### config.mk
export PLATFORM = sky130hd
export DESIGN_NAME = fpx_flag_reg
export DESIGN_NICKNAME = d
export VERILOG_FILES = /design/src/rtl/fpx_pkg.sv /design/src/rtl/fpx_cause_map.sv /design/src/rtl/fpx_flag_store.sv /design/src/rtl/fpx_exc_pulse.sv /design/src/rtl/fpx_flag_reg.sv
export SDC_FILE = /design/constraint.sdc
export NUM_CORES = 1
export LEC_CHECK = 0
export ABC_AREA = 1
export CORE_MARGIN = 2
export CORE_UTILIZATION = 30
export CTS_CLUSTER_SIZE = 16
export DETAILED_ROUTE_END_ITERATION = 8
export GPL_TIMING_DRIVEN = 0
export MAX_ROUTING_LAYER = met4
export PLACE_DENSITY = 0.84
export REMOVE_ABC_BUFFERS = 1
export SLEW_MARGIN = 20
export SYNTH_ARGS = -nofsm -noshare
export SYNTH_HDL_FRONTEND = slang
export SYNTH_HIERARCHICAL = 1
export SYNTH_SLANG_ARGS = --single-unit
### constraint.sdc
create_clock -name clk -period 2.9 [get_ports clk]
set_input_delay 0.435 -clock clk [delete_from_list [all_inputs] [get_ports clk]]
set_output_delay 0.435 -clock clk [all_outputs]
set_load 0.005 [all_outputs]
### src/rtl/fpx_pkg.sv
package fpx_pkg;

  // Detailed status vector positions
  localparam int ST_W     = 13;
  localparam int ST_SNAN  = 0;
  localparam int ST_QNAN  = 1;
  localparam int ST_ISI   = 2;
  localparam int ST_IDI   = 3;
  localparam int ST_ZDZ   = 4;
  localparam int ST_IMZ   = 5;
  localparam int ST_CVT   = 6;
  localparam int ST_CMP   = 7;
  localparam int ST_SQRT  = 8;
  localparam int ST_OVF   = 9;
  localparam int ST_UNF   = 10;
  localparam int ST_DZ    = 11;
  localparam int ST_IX    = 12;

  // Invalid causes occupy a contiguous range
  localparam int INV_LO   = ST_SNAN;
  localparam int INV_HI   = ST_SQRT;

  // Register layout: enable at bit 0, flags above it
  localparam int NFLAG    = 8;
  localparam int CSR_EN   = 0;
  localparam int CSR_FLO  = 1;
  localparam int CSR_USED = CSR_FLO + NFLAG;

  // Packed order matches register bits 8 down to 1
  typedef struct packed {
    logic inf;
    logic inv;
    logic ix;
    logic dz;
    logic qnan;
    logic snan;
    logic unf;
    logic ovf;
  } fpx_flags_t;

endpackage

### src/rtl/fpx_cause_map.sv
module fpx_cause_map
  import fpx_pkg::*;
(
  input  logic [ST_W-1:0] cause,
  output fpx_flags_t      hit
);

  localparam int INV_N = INV_HI - INV_LO + 1;

  logic [INV_N-1:0] inv_src;

  genvar gi;
  generate
    for (gi = 0; gi < INV_N; gi++) begin : g_inv
      assign inv_src[gi] = cause[INV_LO + gi];
    end
  endgenerate

  always_comb begin
    hit      = '0;
    hit.inv  = |inv_src;
    hit.snan = cause[ST_SNAN];
    hit.qnan = cause[ST_QNAN];
    hit.inf  = cause[ST_ISI] | cause[ST_IDI];
    hit.ovf  = cause[ST_OVF];
    hit.unf  = cause[ST_UNF];
    hit.dz   = cause[ST_DZ];
    hit.ix   = cause[ST_IX];
  end

endmodule

### src/rtl/fpx_flag_store.sv
module fpx_flag_store
  import fpx_pkg::*;
#(
  parameter int CSR_W = 32
) (
  input  logic             clk,
  input  logic             rst_n,
  input  logic             st_valid,
  input  fpx_flags_t       hit,
  input  logic             wr_en,
  input  logic [CSR_W-1:0] wr_data,
  output logic             en_q,
  output fpx_flags_t       flags_q,
  output fpx_flags_t       flags_nxt,
  output logic             upd
);

  logic       en_nxt;
  logic       ld;
  fpx_flags_t wr_flags;

  assign wr_flags = fpx_flags_t'(wr_data[CSR_USED-1:CSR_FLO]);
  assign upd      = st_valid & en_q & ~wr_en;
  assign ld       = wr_en | upd;

  always_comb begin
    en_nxt    = en_q;
    flags_nxt = flags_q;
    if (wr_en) begin
      en_nxt    = wr_data[CSR_EN];
      flags_nxt = wr_flags;
    end else if (upd) begin
      flags_nxt = flags_q | hit;
    end
  end

  always_ff @(posedge clk or negedge rst_n) begin
    if (!rst_n) begin
      en_q    <= 1'b0;
      flags_q <= '0;
    end else if (ld) begin
      en_q    <= en_nxt;
      flags_q <= flags_nxt;
    end
  end


  dis_hold_chk: assert property (@(posedge clk) disable iff (!rst_n)
    (st_valid && !en_q && !wr_en) |=> $stable(flags_q));


  sticky_chk: assert property (@(posedge clk) disable iff (!rst_n)
    !wr_en |=> ((flags_q & $past(flags_q)) == $past(flags_q)));


  wr_wins_chk: assert property (@(posedge clk) disable iff (!rst_n)
    wr_en |=> (flags_q == $past(wr_flags)) && (en_q == $past(wr_data[CSR_EN])));

endmodule

### src/rtl/fpx_exc_pulse.sv
module fpx_exc_pulse
  import fpx_pkg::*;
(
  input  logic       clk,
  input  logic       rst_n,
  input  logic       upd,
  input  fpx_flags_t flags_nxt,
  output logic       exc_req
);

  logic req_nxt;

  always_comb begin
    req_nxt = upd & (|flags_nxt);
  end

  always_ff @(posedge clk or negedge rst_n) begin
    if (!rst_n) begin
      exc_req <= 1'b0;
    end else begin
      exc_req <= req_nxt;
    end
  end


  req_after_upd_chk: assert property (@(posedge clk) disable iff (!rst_n)
    exc_req |-> $past(upd));

endmodule

### src/rtl/fpx_flag_reg.sv
module fpx_flag_reg
  import fpx_pkg::*;
#(
  parameter int CSR_W = 32
) (
  input  logic             clk,
  input  logic             rst_n,
  input  logic             st_valid,
  input  logic [ST_W-1:0]  st_cause,
  input  logic             wr_en,
  input  logic [CSR_W-1:0] wr_data,
  output logic [CSR_W-1:0] rd_data,
  output logic             exc_req
);

  localparam int PAD_W = CSR_W - CSR_USED;

  fpx_flags_t hit;
  fpx_flags_t flags_q;
  fpx_flags_t flags_nxt;
  logic       en_q;
  logic       upd;

  fpx_cause_map u_map (
    .cause (st_cause),
    .hit   (hit)
  );

  fpx_flag_store #(.CSR_W(CSR_W)) u_store (
    .clk       (clk),
    .rst_n     (rst_n),
    .st_valid  (st_valid),
    .hit       (hit),
    .wr_en     (wr_en),
    .wr_data   (wr_data),
    .en_q      (en_q),
    .flags_q   (flags_q),
    .flags_nxt (flags_nxt),
    .upd       (upd)
  );

  fpx_exc_pulse u_pulse (
    .clk       (clk),
    .rst_n     (rst_n),
    .upd       (upd),
    .flags_nxt (flags_nxt),
    .exc_req   (exc_req)
  );

  generate
    if (PAD_W > 0) begin : g_pad
      assign rd_data = {{PAD_W{1'b0}}, flags_q, en_q};
    end else begin : g_nopad
      assign rd_data = {flags_q, en_q};
    end
  endgenerate


  inv_set_chk: assert property (@(posedge clk) disable iff (!rst_n)
    (st_valid && en_q && !wr_en && |st_cause[INV_HI:INV_LO]) |=> rd_data[CSR_FLO+6]);


  snan_set_chk: assert property (@(posedge clk) disable iff (!rst_n)
    (st_valid && en_q && !wr_en && st_cause[ST_SNAN]) |=> rd_data[CSR_FLO+2]);


  inf_set_chk: assert property (@(posedge clk) disable iff (!rst_n)
    (st_valid && en_q && !wr_en && (st_cause[ST_ISI] || st_cause[ST_IDI])) |=> rd_data[CSR_FLO+7]);


  ovf_set_chk: assert property (@(posedge clk) disable iff (!rst_n)
    (st_valid && en_q && !wr_en && st_cause[ST_OVF]) |=> rd_data[CSR_FLO]);


  req_flags_chk: assert property (@(posedge clk) disable iff (!rst_n)
    exc_req |-> (rd_data[CSR_USED-1:CSR_FLO] != '0));


  pad_zero_chk: assert property (@(posedge clk) disable iff (!rst_n)
    (rd_data >> CSR_USED) == '0);

endmodule

* Word-level counts from Yosys, hierarchy flattened
Cells that the tools add are included.
** Operators by class
- Muxes and demuxes :: 2
- Reduce and logical (&&, ||, !) cells :: 3
- Bitwise logic cells :: 7
** Operator list (number)
- 8-bit 2-to-1 mux :: 2
- 9-bit OR reduction :: 1
- 8-bit bitwise OR :: 1
- 8-bit OR reduction :: 1
- 1-bit AND :: 3
- 1-bit bitwise OR :: 2
- 2-bit AND reduction :: 1
- 1-bit inverter :: 1
** Storage, ports and cells
- Output and inout port bits :: 33
- Word-level logic and storage cells :: 22
- Bits in registers :: 10
- Bits of input ports :: 49

* Logic depth before layout (Yosys ltp)
- Depth after elaboration :: 6
- Depth in mapped cells :: 10
- Depth with buffers taken out :: 10

* Hierarchy
The synthesis kept the hierarchy.
** By module, submodules not included
- fpx_flag_store :: cells each 58, area an instance 454.2 sq um, seq. area each 225.2 sq um, times used 1
- fpx_flag_reg :: cells each 25, area an instance 183.9 sq um, seq. area each 0.0 sq um, times used 1
- fpx_cause_map :: cells each 13, area an instance 80.1 sq um, seq. area each 0.0 sq um, times used 1
- fpx_exc_pulse :: cells each 10, area an instance 58.8 sq um, seq. area each 25.0 sq um, times used 1

* Worst setup path before layout
No wires, ideal clock.
- Path kind :: input to register
- From :: in st_cause[3]
- To :: reg u_pulse.exc_req
- Slack :: 1.597 ns
- Arrival time :: 1.187 ns
- Path buffers :: 0
- Library setup time :: 0.115 ns
- Cell stages on the path :: 9
- Required time :: 2.785 ns
- Cell sequence :: or2_4 nor2_2 nand2_1 nand3_1 a21oi_1 nor2_1 nand2_1 nor2_1 nor2_1
** RTL lines
- from (decl) :: RTL line fpx_flag_reg.sv:9 : input logic [ST_W-1:0] st_cause,
- to (signal assigned) :: RTL line fpx_exc_pulse.sv:21 : exc_req <= req_nxt;
- to (decl) :: RTL line fpx_exc_pulse.sv:8 : output logic exc_req

* Final worst setup path
- From :: reg u_store.en_q
- To :: out rd_data[0]
** RTL lines
- from (decl) :: RTL line fpx_flag_store.sv:12 : output logic en_q,
- from (signal assigned) :: RTL line fpx_flag_store.sv:42 : en_q <= en_nxt;
- to (decl) :: RTL line fpx_flag_reg.sv:12 : output logic [CSR_W-1:0] rd_data,
No word-level cell between the ends.

==> impl_metrics.ini <==
[detailed_routing]
ant_nets = 0
drc = 0
avgRoutedWirePerCell_um = 10.7
vias = 670
viasPerCell = 4.09
totalWireLength_um = 1750
dr.pass1.iters = 4
drtIter0Drc = 11

[clocking]
numCtsBuffers = 3
htreeDepth = 1
clockRootBuffer = clkbuf_4
clk_path_buf_depth = 2
postCtsHoldBufs = 0
cts_sinks = 10
clkLatencyLatePin_ps = 270
post_cts_buffers = 0
cts_resized = 0
clk_pin_slew_ps = 70
cts_tree = built

[layout]
area_delta_synth_final_pct = 32.9
fin_nets = 184
final-instance-count-excl-fill = 164
layout-drive-gt1-share = 0.0522
finalCoreUtilization = 0.420
diodes = 0

[sta]
tns_ps = 0
holdWs_ps = 489
fin_skew_ps = 0.594
hold_viol = 0
drv_slew = 0
period_minus_slack_ps = 1810
fmax_mhz = 553
finalCritPeriodShare = 0.624
rsz0062_at_grt = false
finalSetupViolCount = 0

[floorplanning]
initial_core_util = 0.317
boundaryPins = 82
die_h_um = 54.9
row_count = 18
fp.coreArea_um2 = 2450
die_width_um = 54.9
die_area_um2 = 3010

[setup_path]
worstPathCellList = clkdlybuf4s50_1
rr_startpoint = u_store/en_q
critical-path-top-delay-family = buffers and inverters
cp-end-kind = output port
crit_buf_inv = 1
worstPathRequired_ps = 2470
worst_path_largest_cell_delay_ps = 580
crit_arrival_ps = 1370
startpoint = u_store/en_q
worstSetupPathType = reg2out
crit_slowest_cell = clkdlybuf4s50_1
cp_max_fo = 11
critPathLaunchType = flop

[global_routing]
grtUsageTotal = 0.119
grt_start_max_net_pins = 12
grt-ovfl-total = 0
antenna_found_initial = 0
grt_first_pass_wirelength_um = 2370
grt_pass1_vias = 575

[pwr]
cellLeakagePower_nw = 0.446
ir_worst_vdd_uv = 165
power_density_nw_per_um2 = 387
finalPower_mw = 0.400

[flow_run]
maxCapViolCount = 0

[yosys]
syn_avg_cell_area_um2 = 7.33
yosysWarningCount = 6
synthArstFlopShare = 1.00
yosysMostFrequentCell = buf_4
ys_seq_area_frac = 0.322
syn_inst = 106
ys.flop_type = dfrtp_1
synth_top_area_share = 0.322
ys_top_cells_by_count = buf_4 (32), nor2_1 (25), a21oi_1 (16), dfrtp_1 (10)
synth_area_leaders = dfrtp_1 (32%), buf_4 (31%), nor2_1 (12%)
synth_cell_types = 13
synth_top_area_cell = dfrtp_1
synth-seq-cells = 10
synth-edff-count = 0
syn-cell-area_um2 = 777

[worst_hold_path]
hold_class = in2async

[place]
dp.cells = 160
place_hpwl_um = 1330
io_buffers = 35
gp_congestion = 0.733

[outcome]
status = finished, final reports clean
[cell type report]
| cell class | count | area, µm² |
|---|---|---|
| fillers | 255 | 1420 |
| multi-input cells | 83 | 350 |
| repair buffers | 35 | 350 |
| flip-flops and latches | 10 | 250 |
| well taps | 30 | 37.5 |
| clock buffers | 4 | 36.3 |
| inverters | 2 | 7.51 |
[final timing paths]
kind	slack, ps	endpoint	cells past startpoint
max	1090	rd_data[0]	1
min reg2reg	570	u_store/flags_q[3]	2
min	490	u_store/flags_q[7]	1
min in group clk	570	u_store/flags_q[3]	2
max in group asynchronous	2090	u_store/flags_q[0]	1
max reg2reg	1680	u_pulse/exc_req	6
[layer usage]
layer | vias to the layer above | track usage | wire length [µm]
li1 | 345 | - | -
met1 | 290 | 0.116 | 711
met2 | 33 | 0.208 | 871
met3 | 2 | 0.0511 | 152
met4 | 0 | 0.0488 | 19
met5 | - | - | 0
[where the power goes]
| part | internal, mW | switching, mW | total (mW) |
|---|---|---|---|
| Combinational | 0.0635 | 0.0449 | 0.108 |
| Clock | 0.0763 | 0.0546 | 0.131 |
| Sequential | 0.151 | 0.00892 | 0.160 |
| Total | 0.291 | 0.108 | 0.400 |
[through the flow]
| stage | cell area, µm² | setup WS [ps] |
|---|---|---|
| finish | 1030 | 1090 |
| global route | 1030 | 1030 |
| CTS | 1030 | 1080 |
| detailed placement | 996 | 902 |
| global placement | 996 | 940 |
| floorplan | 608 | 1600 |
[cell usage in the layout, fill, tap and decap left out, types with 3 or more instances in the layout]
| master | n |
|---|---|
| nand3_1 | 8 |
| nand2_1 | 8 |
| nor2_1 | 25 |
| a21oi_1 | 16 |
| dfrtp_1 | 10 |
| clkdlybuf4s50_1 | 35 |
| clkbuf_4 | 3 |
| conb_1 | 23 |
[registers in the layout (all words and copies together), names as in the netlist]
register / count
u_store/flags_q: 8
u_pulse/exc_req: 1
u_store/en_q: 1
[kinds of logic after synthesis]
| kind of cell | share of synthesized area |
|---|---|
| simple gates | 0.237 |
| buf+inv | 0.333 |
| compound gates | 0.103 |
| flops | 0.322 |
| other cells | 0.00483 |
Note: power is estimated with default switching activity, not from simulation.
